<file path="config.mk">
export PLATFORM = sky130hd
export DESIGN_NAME = adc_result_port
export DESIGN_NICKNAME = d
export VERILOG_FILES = /design/src/rtl/adc_port_pkg.sv /design/src/rtl/adc_coder.sv /design/src/rtl/adc_par_mux.sv /design/src/rtl/adc_ser_shift.sv /design/src/rtl/adc_result_port.sv
export SDC_FILE = /design/constraint.sdc
export NUM_CORES = 1
export LEC_CHECK = 0
export BUFFER_PORTS_ARGS = -buffer_cell sky130_fd_sc_hd__buf_2
export CAP_MARGIN = 40
export CORE_ASPECT_RATIO = 0.7
export CORE_MARGIN = 2
export CORE_UTILIZATION = 47
export CTS_CLUSTER_DIAMETER = 40
export DETAILED_ROUTE_END_ITERATION = 12
export GPL_TIMING_DRIVEN = 0
export PLACE_DENSITY = 0.87
export SLEW_MARGIN = 20
export SYNTH_ARGS = -nofsm -noshare
export SYNTH_HDL_FRONTEND = slang
export SYNTH_SLANG_ARGS = --single-unit
</file>
<file path="constraint.sdc">
create_clock -name clk -period 1.5 [get_ports clk]
set_clock_uncertainty 0.2 [all_clocks]
set_input_delay 0.3 -clock clk [delete_from_list [all_inputs] [get_ports clk]]
set_output_delay 0.3 -clock clk [all_outputs]
set_load 0.02 [all_outputs]
</file>
<file path="src/rtl/adc_port_pkg.sv">
// Package: shared mode encoding for the ADC result output port.
// Assumes: the mode pins map directly onto this two-bit enum.
package adc_port_pkg;

    typedef enum logic [1:0] {
        MODE_FULL = 2'b00,
        MODE_WORD = 2'b01,
        MODE_BYTE = 2'b10,
        MODE_SER  = 2'b11
    } port_mode_e;

endpackage

</file>
<file path="src/rtl/adc_coder.sv">
// Module: adc_coder
// Converts a straight-binary result to two's complement by inverting the MSB.
// Assumes: the incoming value is offset binary with midscale at MSB set.
module adc_coder #(
    parameter int W = 18
) (
    input  logic [W-1:0] raw,
    input  logic         flip_en,
    output logic [W-1:0] coded
);

    // Invert the top bit only when the flip is requested.
    always_comb begin
        coded        = raw;
        coded[W-1]   = raw[W-1] ^ flip_en;
    end

endmodule

</file>
<file path="src/rtl/adc_par_mux.sv">
// Module: adc_par_mux
// Maps the coded result onto the shared pins for the selected mode and
// produces per-bit output enables; a disabled port releases every pin.
// Assumes: RES_W > WORD_W >= 2*BYTE_W and RES_W - WORD_W <= WORD_W.
module adc_par_mux
    import adc_port_pkg::*;
#(
    parameter int RES_W  = 18,
    parameter int WORD_W = 16,
    parameter int BYTE_W = 8
) (
    input  logic [RES_W-1:0] word,
    input  port_mode_e       mode,
    input  logic             addr_sel,
    input  logic             enable,
    input  logic             ser_bit,
    output logic [RES_W-1:0] bus,
    output logic [RES_W-1:0] oe
);

    localparam int TAIL_W = RES_W - WORD_W;

    logic [WORD_W-1:0] upper_word;
    logic [WORD_W-1:0] tail_word;
    logic [BYTE_W-1:0] sel_byte;

    // Carve the upper word, the zero-padded tail and the selected byte.
    always_comb begin
        upper_word = word[RES_W-1 -: WORD_W];
        tail_word  = '0;
        tail_word[TAIL_W-1:0] = word[TAIL_W-1:0];
        sel_byte   = addr_sel ? upper_word[BYTE_W-1:0]
                              : upper_word[WORD_W-1 -: BYTE_W];
    end

    // Drive pins and enables for the active mode, all released when idle.
    always_comb begin
        bus = '0;
        oe  = '0;
        if (enable) begin
            unique case (mode)
                MODE_FULL: begin
                    bus = word;
                    oe  = '1;
                end
                MODE_WORD: begin
                    bus[WORD_W-1:0] = addr_sel ? tail_word : upper_word;
                    oe[WORD_W-1:0]  = '1;
                end
                MODE_BYTE: begin
                    bus[BYTE_W-1:0] = sel_byte;
                    oe[BYTE_W-1:0]  = '1;
                end
                MODE_SER: begin
                    bus[0] = ser_bit;
                    oe[0]  = 1'b1;
                end
                default: begin
                    bus = '0;
                    oe  = '0;
                end
            endcase
        end
    end

endmodule

</file>
<file path="src/rtl/adc_ser_shift.sv">
// Module: adc_ser_shift
// Serial shifter: loads the coded result on a strobe and moves one bit per
// synchronized rising edge of the host serial clock, MSB first, zero fill.
// Assumes: sclk high and low phases each last at least SYNC_STAGES+1 clocks.
module adc_ser_shift #(
    parameter int RES_W       = 18,
    parameter int SYNC_STAGES = 2
) (
    input  logic             clk,
    input  logic             rst_n,
    input  logic             load,
    input  logic [RES_W-1:0] load_word,
    input  logic             sclk,
    output logic             sdo
);

    localparam int CNT_W = $clog2(RES_W + 1);

    logic [SYNC_STAGES-1:0] sync_q;
    logic                   prev_q;
    logic                   rise;
    logic [RES_W-1:0]       shreg_q;

    // Bring the serial clock into the system clock domain.
    always_ff @(posedge clk) begin
        if (!rst_n) begin
            sync_q <= '0;
            prev_q <= 1'b0;
        end else begin
            sync_q <= {sync_q[SYNC_STAGES-2:0], sclk};
            prev_q <= sync_q[SYNC_STAGES-1];
        end
    end

    assign rise = sync_q[SYNC_STAGES-1] & ~prev_q;

    // Load on strobe, otherwise shift left with zero fill on each edge.
    always_ff @(posedge clk) begin
        if (!rst_n) begin
            shreg_q <= '0;
        end else if (load) begin
            shreg_q <= load_word;
        end else if (rise) begin
            shreg_q <= {shreg_q[RES_W-2:0], 1'b0};
        end
    end

    assign sdo = shreg_q[RES_W-1];

    // Checker state: count edges since the last load, saturating.
    logic [CNT_W-1:0] edge_cnt_q;
    always_ff @(posedge clk) begin
        if (!rst_n) begin
            edge_cnt_q <= CNT_W'(RES_W);
        end else if (load) begin
            edge_cnt_q <= '0;
        end else if (rise && edge_cnt_q < CNT_W'(RES_W)) begin
            edge_cnt_q <= edge_cnt_q + 1'b1;
        end
    end

    assert_load_msb_R7: assert property (@(posedge clk) disable iff (!rst_n)
        load |=> sdo == $past(load_word[RES_W-1]));

    assert_zero_fill_R8: assert property (@(posedge clk) disable iff (!rst_n)
        (edge_cnt_q == CNT_W'(RES_W)) |-> !sdo);

    assert_reset_clear_R9: assert property (@(posedge clk)
        !rst_n |=> !sdo);

endmodule

</file>
<file path="src/rtl/adc_result_port.sv">
// Module: adc_result_port
// Holds the latest conversion result and presents it to a host in full,
// 16-bit, 8-bit or serial form on one shared set of pins.
// Assumes: res_valid is a single-cycle strobe in the clk domain.
module adc_result_port
    import adc_port_pkg::*;
#(
    parameter int RES_W       = 18,
    parameter int WORD_W      = 16,
    parameter int BYTE_W      = 8,
    parameter int SYNC_STAGES = 2
) (
    input  logic             clk,
    input  logic             rst_n,
    input  logic [RES_W-1:0] res_data,
    input  logic             res_valid,
    input  logic [1:0]       mode_sel,
    input  logic             addr_sel,
    input  logic             twos_sel,
    input  logic             cs_n,
    input  logic             rd_n,
    input  logic             sclk,
    output logic [RES_W-1:0] dbus,
    output logic [RES_W-1:0] dbus_oe,
    output logic             sdo
);

    port_mode_e       mode;
    logic [RES_W-1:0] res_q;
    logic [RES_W-1:0] par_word;
    logic [RES_W-1:0] ser_word;
    logic             par_flip;
    logic             port_en;

    assign mode     = port_mode_e'(mode_sel);
    assign port_en  = ~cs_n & ~rd_n;
    assign par_flip = twos_sel & (mode != MODE_FULL);

    // Capture the result only on the valid strobe.
    always_ff @(posedge clk) begin
        if (!rst_n) begin
            res_q <= '0;
        end else if (res_valid) begin
            res_q <= res_data;
        end
    end

    adc_coder #(.W(RES_W)) par_coder_i (
        .raw     (res_q),
        .flip_en (par_flip),
        .coded   (par_word)
    );

    adc_coder #(.W(RES_W)) ser_coder_i (
        .raw     (res_data),
        .flip_en (twos_sel),
        .coded   (ser_word)
    );

    adc_ser_shift #(.RES_W(RES_W), .SYNC_STAGES(SYNC_STAGES)) ser_i (
        .clk       (clk),
        .rst_n     (rst_n),
        .load      (res_valid),
        .load_word (ser_word),
        .sclk      (sclk),
        .sdo       (sdo)
    );

    adc_par_mux #(.RES_W(RES_W), .WORD_W(WORD_W), .BYTE_W(BYTE_W)) mux_i (
        .word     (par_word),
        .mode     (mode),
        .addr_sel (addr_sel),
        .enable   (port_en),
        .ser_bit  (sdo),
        .bus      (dbus),
        .oe       (dbus_oe)
    );

    assert_release_R1: assert property (@(posedge clk) disable iff (!rst_n)
        (cs_n || rd_n) |-> (dbus_oe == '0 && dbus == '0));

    assert_full_plain_R2: assert property (@(posedge clk) disable iff (!rst_n)
        (port_en && mode == MODE_FULL) |-> (dbus_oe == '1 && dbus == res_q));

    assert_word_lanes_R3: assert property (@(posedge clk) disable iff (!rst_n)
        (port_en && mode == MODE_WORD) |-> $countones(dbus_oe) == WORD_W);

    assert_byte_lanes_R4: assert property (@(posedge clk) disable iff (!rst_n)
        (port_en && mode == MODE_BYTE) |-> $countones(dbus_oe) == BYTE_W);

    assert_hold_R6: assert property (@(posedge clk) disable iff (!rst_n)
        !res_valid |=> $stable(res_q));

    assert_ser_pin_R7: assert property (@(posedge clk) disable iff (!rst_n)
        (port_en && mode == MODE_SER) |-> (dbus_oe == RES_W'(1) && dbus[0] == sdo));

endmodule

</file>
==> impl_metrics.csv <==
group,metric,value,unit
synthesis,yosysMostFrequentCell,"dfxtp_1",
global_routing,grt_pass1_wl,10200,um
detailed_routing,postRouteAntennaNets,0,
setup_path,crit_path_start_kind,"input port",
setup_path,max_stage_delay,0.34,ns
timing,hold_viol,0,
die,core,4430,um2
layout,syn_to_final_growth,49.2,%
synthesis,synth.top_cell.area_share,0.352,
timing,fin_ws,-0.481,ns
layout,drive_gt1_frac,0.494,
timing,min_period,1.98,ns
synthesis,synth_edf_count,0,
placed_design,place_area,2730,um2
die,ios,65,
synthesis,syn_avg_cell_area,9.90,um2
global_routing,antenna_found_initial,0,
layout,num-nets-final,339,
clocking,cts-htree-levels,2,
detailed_routing,firstDrtPassIters,4,
layout,fillerInstances,293,
detailed_routing,drt-vias-per-instance,5.82,
pwr,finalPower,2.45,mW
pwr,vdd_drop_max,0.000547,V
run_status,status,"finished, violations left",
setup_path,cp.arrival,1.48,ns
clocking,worst_skew_pair.late_latency,0.30,ns
synthesis,ys_seq_elements,39,
die,core.rowCount,20,
clocking,clock-root-buffer,"clkbuf_8",
timing,timing.fmax,0.505,GHz
clocking,postCtsHoldBufs,0,
synthesis,yosysTopAreaCell,"dfxtp_1",
placed_design,gp_congestion,0.854,
synthesis,ys_seq_area_frac,0.352,
synthesis,syn_inst,224,
global_routing,grt_pass1_vias,2028,
synthesis,ys_warn_count,0,
setup_path,crit_path_max_fanout,7,
synthesis,yosysUniqueCellTypes,33,
setup_path,r2r_slack,0.08,ns
timing,setup_viol,36,
timing,worst_pin_slew,0.499,ns
synthesis,synth_fp_nets,252,
setup_path,slowest_stage,"nor2_1",
clocking,numCtsBuffers,5,
timing,maxSlewViolCount,0,
synthesis,synth_ff_type,"dfxtp_1",
setup_path,path_cells,"buf_6 -> or2_1 -> buf_6 -> nor2_1 -> a32o_2 -> buf_2",
timing,whs,0.00532,ns
layout,fin_util,0.747,
timing,fin_crit_sh,1.32,
global_routing,grtUsageTotal,0.258,
detailed_routing,drt_wl_total,7140,um
die,die_area,5290,um2
layout,diodes,0,
layout,instances_no_fill,365,
detailed_routing,drc,0,
placed_design,dp_hpwl,4110,um
detailed_routing,dr.first_iter.drc_count,177,
setup_path,cp_num_buf_inv,3,
pwr,power_density,742,nW/um2
die,die_w,86.1,um
global_routing,grt.overflow.total,0,
synthesis,syn-cell-area,2220,um2
clocking,tritoncts,"built",
synthesis,synth_area_leaders,"dfxtp_1 35%, mux2i_1 15%, o311a_1 6.8%, nor2b_1 6.2%, buf_4 5.4%",
setup_path,path_common_cell,"buf_6",
setup_path,cp.required,1.00,ns
die,die_h,61.5,um
synthesis,synth-async-reset-ratio,0,
placed_design,place_inst,339,
worst_hold_path,worstHoldPathType,"in -> reg",
placed_design,place_ws,-0.540,ns
detailed_routing,routed-via-count,2125,
setup_path,worstSetupPathType,"in -> out",
die,start_util,0.501,
detailed_routing,wl_per_cell,19.6,um
pwr,power.leakage,1.61,nW
run_status,failed_checks,"negative setup slack",
placed_design,port_buffers,60,
timing,rsz0062_at_grt,"true",
timing,relSlewSlack,0.667,
timing,tns,-14.28,ns
clocking,clock_path_buffers,2,
setup_path,crit_family,"simple AND/OR/NAND/NOR gates",
layout,final_area,3310,um2
clocking,clk_pin_slew,0.07,ns
synthesis,synth_common_cells,"39 x dfxtp_1, 34 x mux2i_1, 22 x nor2b_1, 17 x o21ai_0, 16 x buf_4",
setup_path,endpoint_kind,"primary output",
clocking,cts.sinks,39,
flow_run,drv_cap,0,
global_routing,grt_max_degree,11,
[registers in the layout, summed over array words and instances, names as in the netlist]
register       count
res_q             18
ser_i.shreg_q     18
ser_i.sync_q       2
ser_i.prev_q       1
[cell usage in the layout, fill, tap and decap left out, types with 2 or more instances in the layout]
cell type / instances
nand2_1: 3
inv_1: 5
buf_6: 61
nor2_4: 2
dfxtp_1: 35
buf_4: 15
o21ai_0: 17
nor3_4: 2
a22o_4: 8
and2_4: 2
buf_2: 30
a22o_1: 5
o311a_1: 15
nor2b_1: 20
mux2_4: 3
nor2b_4: 2
clkbuf_8: 5
dfxtp_2: 2
and2_1: 4
nor2_1: 3
a32o_2: 6
clkbuf_1: 6
dfxtp_4: 2
mux2i_1: 33
[worst register-to-register path, cell delays in order (launching register included)]
cell     delay [ns]
dfxtp_1        0.32
nor2b_1        0.12
buf_4          0.16
mux2_1         0.32
o211a_1        0.20
[layout make-up]
cell class	instances	area (um2)	area share
multi-input combinational	144	1330	0.403
sequential	39	791	0.239
timing repair buffer	79	684	0.207
buffer	36	332	0.100
clock buffer	6	72.6	0.0219
tap	55	68.8	0.0208
inverter	6	26.3	0.00794
[cells by family (layout without fill, tap and decap cells)]
logic type                after synthesis  in the layout  synth area share
AOI/OAI and AO/OA                      61             61             0.217
xor gates and xnor gates                2              2           0.00790
buffers and inverters                  42            127             0.128
DFF                                    39             39             0.352
muxes                                  38             38             0.176
and+or+nand+nor                        42             43             0.120
[final timing paths]
| kind | cells after the start | startpoint | to |
|---|---|---|---|
| max | 6 | rd_n | dbus[3] |
| min | 2 | sclk | ser_i.sync_q[0] |
| max reg2reg | 4 | ser_i.sync_q[1] | ser_i.shreg_q[17] |
| min reg2reg | 1 | ser_i.sync_q[0] | ser_i.sync_q[1] |
[timing repair]
item	CTS	global route
pin swaps	19	4
buffers inserted	12	6
endpoints found under the setup margin	46	52
gates cloned	2	0
gates resized for setup	87	24
[where the power goes]
part           switching, mW  internal, mW
clock network          0.349         0.310
logic                  0.309         0.323
registers             0.0582          1.11
total                  0.716          1.74
[per-layer routing]
layer  routed length (um)  track usage
met1                 2960        0.327
met2                 3380        0.431
met3                  566       0.0670
met4                  228        0.102
met5                    0            0
Power figures use the tool's default switching activity.
